[config.mk]
export PLATFORM = sky130hd
export DESIGN_NAME = tstamp40
export DESIGN_NICKNAME = d
export VERILOG_FILES = /design/src/rtl/tstamp40_pkg.sv /design/src/rtl/tstamp40_decode.sv /design/src/rtl/tstamp40_count.sv /design/src/rtl/tstamp40_ctrl.sv /design/src/rtl/tstamp40.sv
export SDC_FILE = /design/constraint.sdc
export NUM_CORES = 1
export LEC_CHECK = 0
export BUFFER_PORTS_ARGS = -buffer_cell sky130_fd_sc_hd__buf_2
export CAP_MARGIN = 20
export CORE_MARGIN = 2
export CORE_UTILIZATION = 40
export DETAILED_ROUTE_END_ITERATION = 8
export PLACE_DENSITY = 0.64
export SETUP_SLACK_MARGIN = 0.1
export SLEW_MARGIN = 20
export SYNTH_ARGS = -nofsm -noshare
export SYNTH_HDL_FRONTEND = slang
export SYNTH_SLANG_ARGS = --single-unit
export TNS_END_PERCENT = 100
[constraint.sdc]
create_clock -name clk -period 2.7 [get_ports clk]
set_input_delay 0.405 -clock clk [delete_from_list [all_inputs] [get_ports clk]]
set_output_delay 0.405 -clock clk [all_outputs]
set_load 0.01 [all_outputs]
[src/rtl/tstamp40_pkg.sv]
package tstamp40_pkg;

  // One-hot strobes produced by the register decode
  typedef struct packed {
    logic lo_rd;
    logic hi_rd;
    logic hi_wr;
  } acc_t;

endpackage

[src/rtl/tstamp40_decode.sv]
module tstamp40_decode
  import tstamp40_pkg::*;
#(
  parameter int              ADDR_W = 8,
  parameter logic [ADDR_W-1:0] LO_OFF = 8'h60,
  parameter logic [ADDR_W-1:0] HI_OFF = 8'h64
) (
  input  logic              clk,
  input  logic              rst_n,
  input  logic              rd_en,
  input  logic              wr_en,
  input  logic [ADDR_W-1:0] addr,
  output acc_t              acc
);

  logic hit_lo;
  logic hit_hi;

  assign hit_lo = (addr == LO_OFF);
  assign hit_hi = (addr == HI_OFF);

  // The low word is read-only: no write strobe is decoded for it
  always_comb begin
    acc       = '0;
    acc.lo_rd = rd_en & hit_lo;
    acc.hi_rd = rd_en & hit_hi;
    acc.hi_wr = wr_en & hit_hi;
  end


  unmapped_quiet_chk: assert property (@(posedge clk) disable iff (!rst_n)
    (!hit_lo && !hit_hi) |-> (acc == '0));


  lo_no_write_chk: assert property (@(posedge clk) disable iff (!rst_n)
    (wr_en && !rd_en && hit_lo) |-> (acc == '0));

endmodule

[src/rtl/tstamp40_count.sv]
module tstamp40_count #(
  parameter int             CNT_W   = 40,
  parameter logic [CNT_W-1:0] RST_VAL = '0
) (
  input  logic             clk,
  input  logic             rst_n,
  input  logic             run,
  input  logic             tick_i,
  output logic [CNT_W-1:0] cnt
);

  function automatic logic [CNT_W-1:0] bump(input logic [CNT_W-1:0] v);
    return v + CNT_W'(1);
  endfunction

  logic step_ev;
  logic at_top;

  assign step_ev = run & tick_i;
  assign at_top  = &cnt;

  always_ff @(posedge clk or negedge rst_n) begin
    if (!rst_n)       cnt <= RST_VAL;
    else if (step_ev) cnt <= bump(cnt);
  end


  idle_hold_chk: assert property (@(posedge clk) disable iff (!rst_n)
    !step_ev |=> (cnt == $past(cnt)));


  single_step_chk: assert property (@(posedge clk) disable iff (!rst_n)
    (step_ev && !at_top) |=> (cnt > $past(cnt)) && ((cnt - $past(cnt)) == CNT_W'(1)));


  wrap_zero_chk: assert property (@(posedge clk) disable iff (!rst_n)
    (step_ev && at_top) |=> (cnt == '0));

endmodule

[src/rtl/tstamp40_ctrl.sv]
module tstamp40_ctrl #(
  parameter int HOLD_W = 8
) (
  input  logic              clk,
  input  logic              rst_n,
  input  logic              en_wr,
  input  logic              en_bit,
  input  logic              snap,
  input  logic [HOLD_W-1:0] cnt_hi,
  output logic              run,
  output logic [HOLD_W-1:0] hold
);

  always_ff @(posedge clk or negedge rst_n) begin
    if (!rst_n)     run <= 1'b0;
    else if (en_wr) run <= en_bit;
  end

  // Capture takes the pre-edge upper byte, matching the low word read now
  always_ff @(posedge clk or negedge rst_n) begin
    if (!rst_n)    hold <= '0;
    else if (snap) hold <= cnt_hi;
  end


  snap_match_chk: assert property (@(posedge clk) disable iff (!rst_n)
    snap |=> (hold == $past(cnt_hi)));


  hold_keep_chk: assert property (@(posedge clk) disable iff (!rst_n)
    !snap |=> $stable(hold));


  run_load_chk: assert property (@(posedge clk) disable iff (!rst_n)
    en_wr |=> (run == $past(en_bit)));


  run_keep_chk: assert property (@(posedge clk) disable iff (!rst_n)
    !en_wr |=> $stable(run));

endmodule

[src/rtl/tstamp40.sv]
module tstamp40
  import tstamp40_pkg::*;
#(
  parameter int                    CNT_W   = 40,
  parameter int                    DATA_W  = 32,
  parameter int                    ADDR_W  = 8,
  parameter int                    EN_BIT  = 8,
  parameter logic [ADDR_W-1:0]     LO_OFF  = 8'h60,
  parameter logic [ADDR_W-1:0]     HI_OFF  = 8'h64,
  parameter logic [CNT_W-1:0]      RST_VAL = '0
) (
  input  logic              clk,
  input  logic              rst_n,
  input  logic              tick_i,
  input  logic              rd_en,
  input  logic              wr_en,
  input  logic [ADDR_W-1:0] addr,
  input  logic [DATA_W-1:0] wdata,
  output logic [DATA_W-1:0] rdata
);

  localparam int HOLD_W = CNT_W - DATA_W;

  acc_t              acc;
  logic              run;
  logic [CNT_W-1:0]  cnt;
  logic [HOLD_W-1:0] hold;
  logic              unused_wdata;

  function automatic logic [DATA_W-1:0] hi_word(input logic e,
                                                input logic [HOLD_W-1:0] h);
    logic [DATA_W-1:0] r;
    r             = '0;
    r[HOLD_W-1:0] = h;
    r[EN_BIT]     = e;
    return r;
  endfunction

  assign unused_wdata = ^{wdata[DATA_W-1:EN_BIT+1], wdata[EN_BIT-1:0]};

  tstamp40_decode #(
    .ADDR_W (ADDR_W),
    .LO_OFF (LO_OFF),
    .HI_OFF (HI_OFF)
  ) u_dec (
    .clk   (clk),
    .rst_n (rst_n),
    .rd_en (rd_en),
    .wr_en (wr_en),
    .addr  (addr),
    .acc   (acc)
  );

  tstamp40_count #(
    .CNT_W   (CNT_W),
    .RST_VAL (RST_VAL)
  ) u_cnt (
    .clk    (clk),
    .rst_n  (rst_n),
    .run    (run),
    .tick_i (tick_i),
    .cnt    (cnt)
  );

  tstamp40_ctrl #(
    .HOLD_W (HOLD_W)
  ) u_ctl (
    .clk    (clk),
    .rst_n  (rst_n),
    .en_wr  (acc.hi_wr),
    .en_bit (wdata[EN_BIT]),
    .snap   (acc.lo_rd),
    .cnt_hi (cnt[CNT_W-1:DATA_W]),
    .run    (run),
    .hold   (hold)
  );

  always_comb begin
    rdata = '0;
    if (acc.lo_rd)      rdata = cnt[DATA_W-1:0];
    else if (acc.hi_rd) rdata = hi_word(run, hold);
  end


  idle_bus_chk: assert property (@(posedge clk) disable iff (!rst_n)
    !rd_en |-> (rdata == '0));


  hi_pad_chk: assert property (@(posedge clk) disable iff (!rst_n)
    acc.hi_rd |-> (rdata[DATA_W-1:EN_BIT+1] == '0));


  lo_carry_chk: assert property (@(posedge clk) disable iff (!rst_n)
    (acc.lo_rd && run && tick_i) |=> (cnt[DATA_W-1:0] == $past(rdata) + DATA_W'(1)));

endmodule

### Word level (Yosys, flattened, before mapping)

Index checks and enable logic that the tools add are counted.
Widths: inputs -> output; s select.

| storage, ports and cells | value |
|---|---|
| flip-flop bits (word level) | 49 |
| input port bits | 45 |
| output and inout port bits | 32 |
| word-level logic and storage cells | 12 |

| operators by class | value |
|---|---|
| add/subtract/negate cells | 1 |
| equal/unequal tests | 2 |
| multiplexer cells | 2 |
| bitwise logic cells | 4 |

Operator list:

| operator | count |
|---|---|
| $add 40x1->40 const B | 1 |
| $mux 32 | 1 |
| $eq 8x7->1 const B | 2 |
| $mux 9 | 1 |
| $and 1x1->1 | 4 |

### Longest topological paths before layout

| depth | value |
|---|---|
| word-level depth | 4 |
| gate-level depth with buffers | 6 |
| gate-level depth less buffers | 5 |

### Modules after synthesis

A second synthesis with hierarchy kept.

| second synthesis, totals | value |
|---|---|
| cell total of the unflattened synthesis | 219 |
| area, all modules | 2,518.7 um^2 |

Modules (own cells, without submodules):

| module | times used | cells an instance | area each (um^2) | seq. area each (um^2) |
|---|---|---|---|---|
| tstamp40_count | 1 | 156 | 1,841.8 | 1,001.0 |
| tstamp40_ctrl | 1 | 19 | 367.9 | 225.2 |
| tstamp40 | 1 | 39 | 264.0 | 0.0 |
| tstamp40_decode | 1 | 5 | 45.0 | 0.0 |

### Worst setup path after synthesis

OpenSTA, ideal clock, no wires.

| timing path | value |
|---|---|
| kind | in2out |
| start | in addr[4] |
| end | out rdata[20] |
| data arrival time | 1,647 ps |
| required time | 2,295 ps |
| path slack | 648 ps |
| stages | 6 |
| buffers on the path | 2 |
| cell sequence | nor4bb_1 nand3_1 nor2_1 buf_2 clkbuf_1 and2_1 |

| between the ends | value |
|---|---|
| word-level cells in the longest chain between the ends | 3 |

Ends and longest elaborated chain:

| element | line | RTL |
|---|---|---|
| from (decl) | tstamp40.sv:17 | `input logic [ADDR_W-1:0] addr,` |
| $eq 8x7->1 | tstamp40_decode.sv:19 | `assign hit_lo = (addr == LO_OFF);` |
| $and 1x1->1 | tstamp40_decode.sv:25 | `acc.lo_rd = rd_en & hit_lo;` |
| $mux 32 | tstamp40.sv:80 | `if (acc.lo_rd) rdata = cnt[DATA_W-1:0];` |
| to (decl) | tstamp40.sv:19 | `output logic [DATA_W-1:0] rdata` |

Every way passes these cells.

### Final worst setup path

| timing path | value |
|---|---|
| start | in addr[4] |
| end | out rdata[14] |

The elaborated chain is that of the path after synthesis.

==> metrics.txt <==
Cell Rows 28; maxcap violations 0; critical path's most frequent cell buf_2; clock power share 39.8%; initial antenna violation count 0; Synth Area in Adders 0.501%; layout cell share with drive strength beyond 1 29.0%; Critical Path End Type output port; Slew Limit Headroom 55.2%; RD Place Congestion 0.762; Max stage delay on crit path 0.36 ns; fmax 434 MHz; dpl ws 0.373 ns; CTS Buf Count 5; Crit path required time 2.30 ns; DR iter-0 viols 114; max-slew violation count 0; CTS tree done; number of synthesized flops with an enable pin 0; Starting Density 41.7%; Fin. Hold Viols 0; CP Class input port to output port; main flop type after synthesis dfrtp_1; static leakage 0.00144 uW; switching part of the total power 20.9%; distinct cell type count after synthesis 27; Ys Warns 0; Post-DP HPWL 3.71 mm; most common cell in the netlist dfrtp_1; area share of and/or/nand/nor cells after synthesis 27.3%; syn_nets 277; PnR worst setup slack 0.397 ns; die width 83.1 um; nets@finish 328; switching power 284 uW; Slew @ Worst Pin 0.669 ns; Final TNS setup 0 ns; CP Max Fanout 15; combinational cell fraction of total power 3.7%; Vias/cell 5.30; Clock Tree Buf Depth 2; Post-Syn Area per Cell 10.8 um^2; largest net degree at the start of global routing 32; XOR/XNOR Fraction of Synth Area 13.7%; detailed-route via count 1,899; crit path DAT 1.90 ns; post-cts gate resize count 0; multiplexer share of the synthesized area 4.50%; final WL 5.14 mm; Post-Syn Instances 231; wire length per cell 14.4 um; total I/O pin count 77; die area 6900 um^2; port bufs 45; DRT Pass-1 Iters 4; Seq pwr share 56.4%; global route overflow 0; antenna cells 0; synthesized flop and latch total 49; CP max-delay cell nor2_2; top cells by area, synth dfrtp_1, xnor2_1, and2_1; area growth from synthesis to layout 18.6%; Critical Path Start Type input port; Root Buffer clkbuf_8; Seq/Total Area, Yosys 49.0%; # DRC 0; gr usage total 15.4%; Tcrit/Tclk final 85.3%; final hold slack 0.0147 ns; final setup fails 0; ANT nets after route 0; Synth Area in Compound Gates 3.15%; Die Y 83.1 um; Critical Path, Cell by Cell buf_2, nor4bb_1, nand3_1, nor2_2, buf_4, and2_1, buf_2; Post-CTS Setup Repair Bufs 0; clk sinks 49; HP Class input port to asynchronous set/reset pin; Core Area 5990 um^2; Worst-Skew Late Latency 0.30 ns; Power Internal 1070 uW; Peak supply drop 0.232 mV; share of the synthesized area in the top cell type 49.0%; vias in the first global route 1,796; unrepaired setup endpoints after global routing no; CTS H-tree lvls 2; global-route wire length before repair 8.67 mm; largest family of logic cells by synthesized area simple AND/OR/NAND/NOR gates; Max Clock Skew 0.00656 ns; fin crit period 2.30 ns; area leader, netlist dfrtp_1; Synth top cells by count dfrtp_1, xnor2_1, and2_1; Worst-path clk slew 0.09 ns; async set-or-reset flop fraction in the synthesized netlist 100%; Mapped Area 2500 um^2; status completed; Post-CTS Hold Buffers 0; pwr/cell area 457 nW/um^2
## flip-flops by register name, indices dropped and copies added (netlist names)
name        flops
u_cnt.cnt      40
u_ctl.run       1
u_ctl.hold      8
## through the flow
stage | utilization (%) | power, uW | std cells | area, um^2
2_1_floorplan | - | 795 | 231 | 2500
3_3_place_gp | 47.5 | 827 | 350 | 2850
3_5_place_dp | 47.5 | 831 | 350 | 2850
4_1_cts | 49.5 | 1370 | 358 | 2960
5_1_grt | 49.5 | 1410 | 358 | 2960
6_report | 49.5 | 1360 | 358 | 2960
## critical path, delay by kind of cell
kind | cells | cell delay [ns]
simple gates | 4 | 1.01
buf+inv | 3 | 0.47
## final cells by class
class,instances,area (um^2)
fillers,575,3030
multi-input cells,173,1240
flip-flops and latches,49,1230
repair buffers,51,283
well taps,75,93.8
clock buffers,7,86.3
clock inverters,1,30.0
inverters,2,7.51
## final timing paths
kind                                from            end  slack, ns  cells past startpoint
setup / recovery                 addr[4]      rdata[14]       0.40                      7
hold / removal                     rst_n  u_cnt.cnt[17]       0.01                      1
setup reg to reg            u_cnt.cnt[0]  u_cnt.cnt[36]       0.62                      5
hold reg to reg            u_cnt.cnt[39]  u_cnt.cnt[39]       0.49                      1
max in group asynchronous          rst_n   u_cnt.cnt[1]       1.94                      2
min in group clk                wdata[8]      u_ctl.run       0.33                      2
## cell families after synthesis
| logic type | count (synthesis) |
|---|---|
| adder cells (fa/ha/maj) | 1 |
| buffers and inverters | 9 |
| multiplexers | 10 |
| AND/OR/NAND/NOR | 114 |
| flip-flops | 49 |
| AO/OA/AOI/OAI | 9 |
| XOR/XNOR | 39 |
## power by group through the flow
| stage | Sequential, uW | Combinational, uW | Clock [uW] |
|---|---|---|---|
| after floorplan | 774 | 21.2 | 0 |
| after global placement | 778 | 49.6 | 0 |
| after detailed placement | 779 | 51.5 | 0 |
| after CTS | 765 | 52.6 | 552 |
| after global routing | 767 | 59.6 | 587 |
| final | 765 | 50.5 | 540 |
## metal layers
metal,vias to the layer above,part of all wire (%),global-route usage [%]
met5,-,0,0
met3,8,3.1,2.88
met4,0,1.4,5.81
met2,39,50,25.1
li1,915,-,-
met1,937,46,20.4
## layout by cell type (no fill, tap or decap), types with 2 or more instances in the layout
cell type / n
xor2_1: 15
nor3_1: 5
inv_1: 2
nand4_1: 14
and2_1: 23
xnor2_1: 24
nor3_2: 6
a22o_1: 9
and3_1: 4
buf_4: 5
nand3_1: 18
nand4_2: 2
buf_2: 45
mux2_2: 10
nor4_2: 4
clkbuf_8: 6
dfrtp_1: 49
nand2_1: 17
and4_1: 2
nor2_1: 12
No activity file was read; power rests on OpenSTA's default activity.
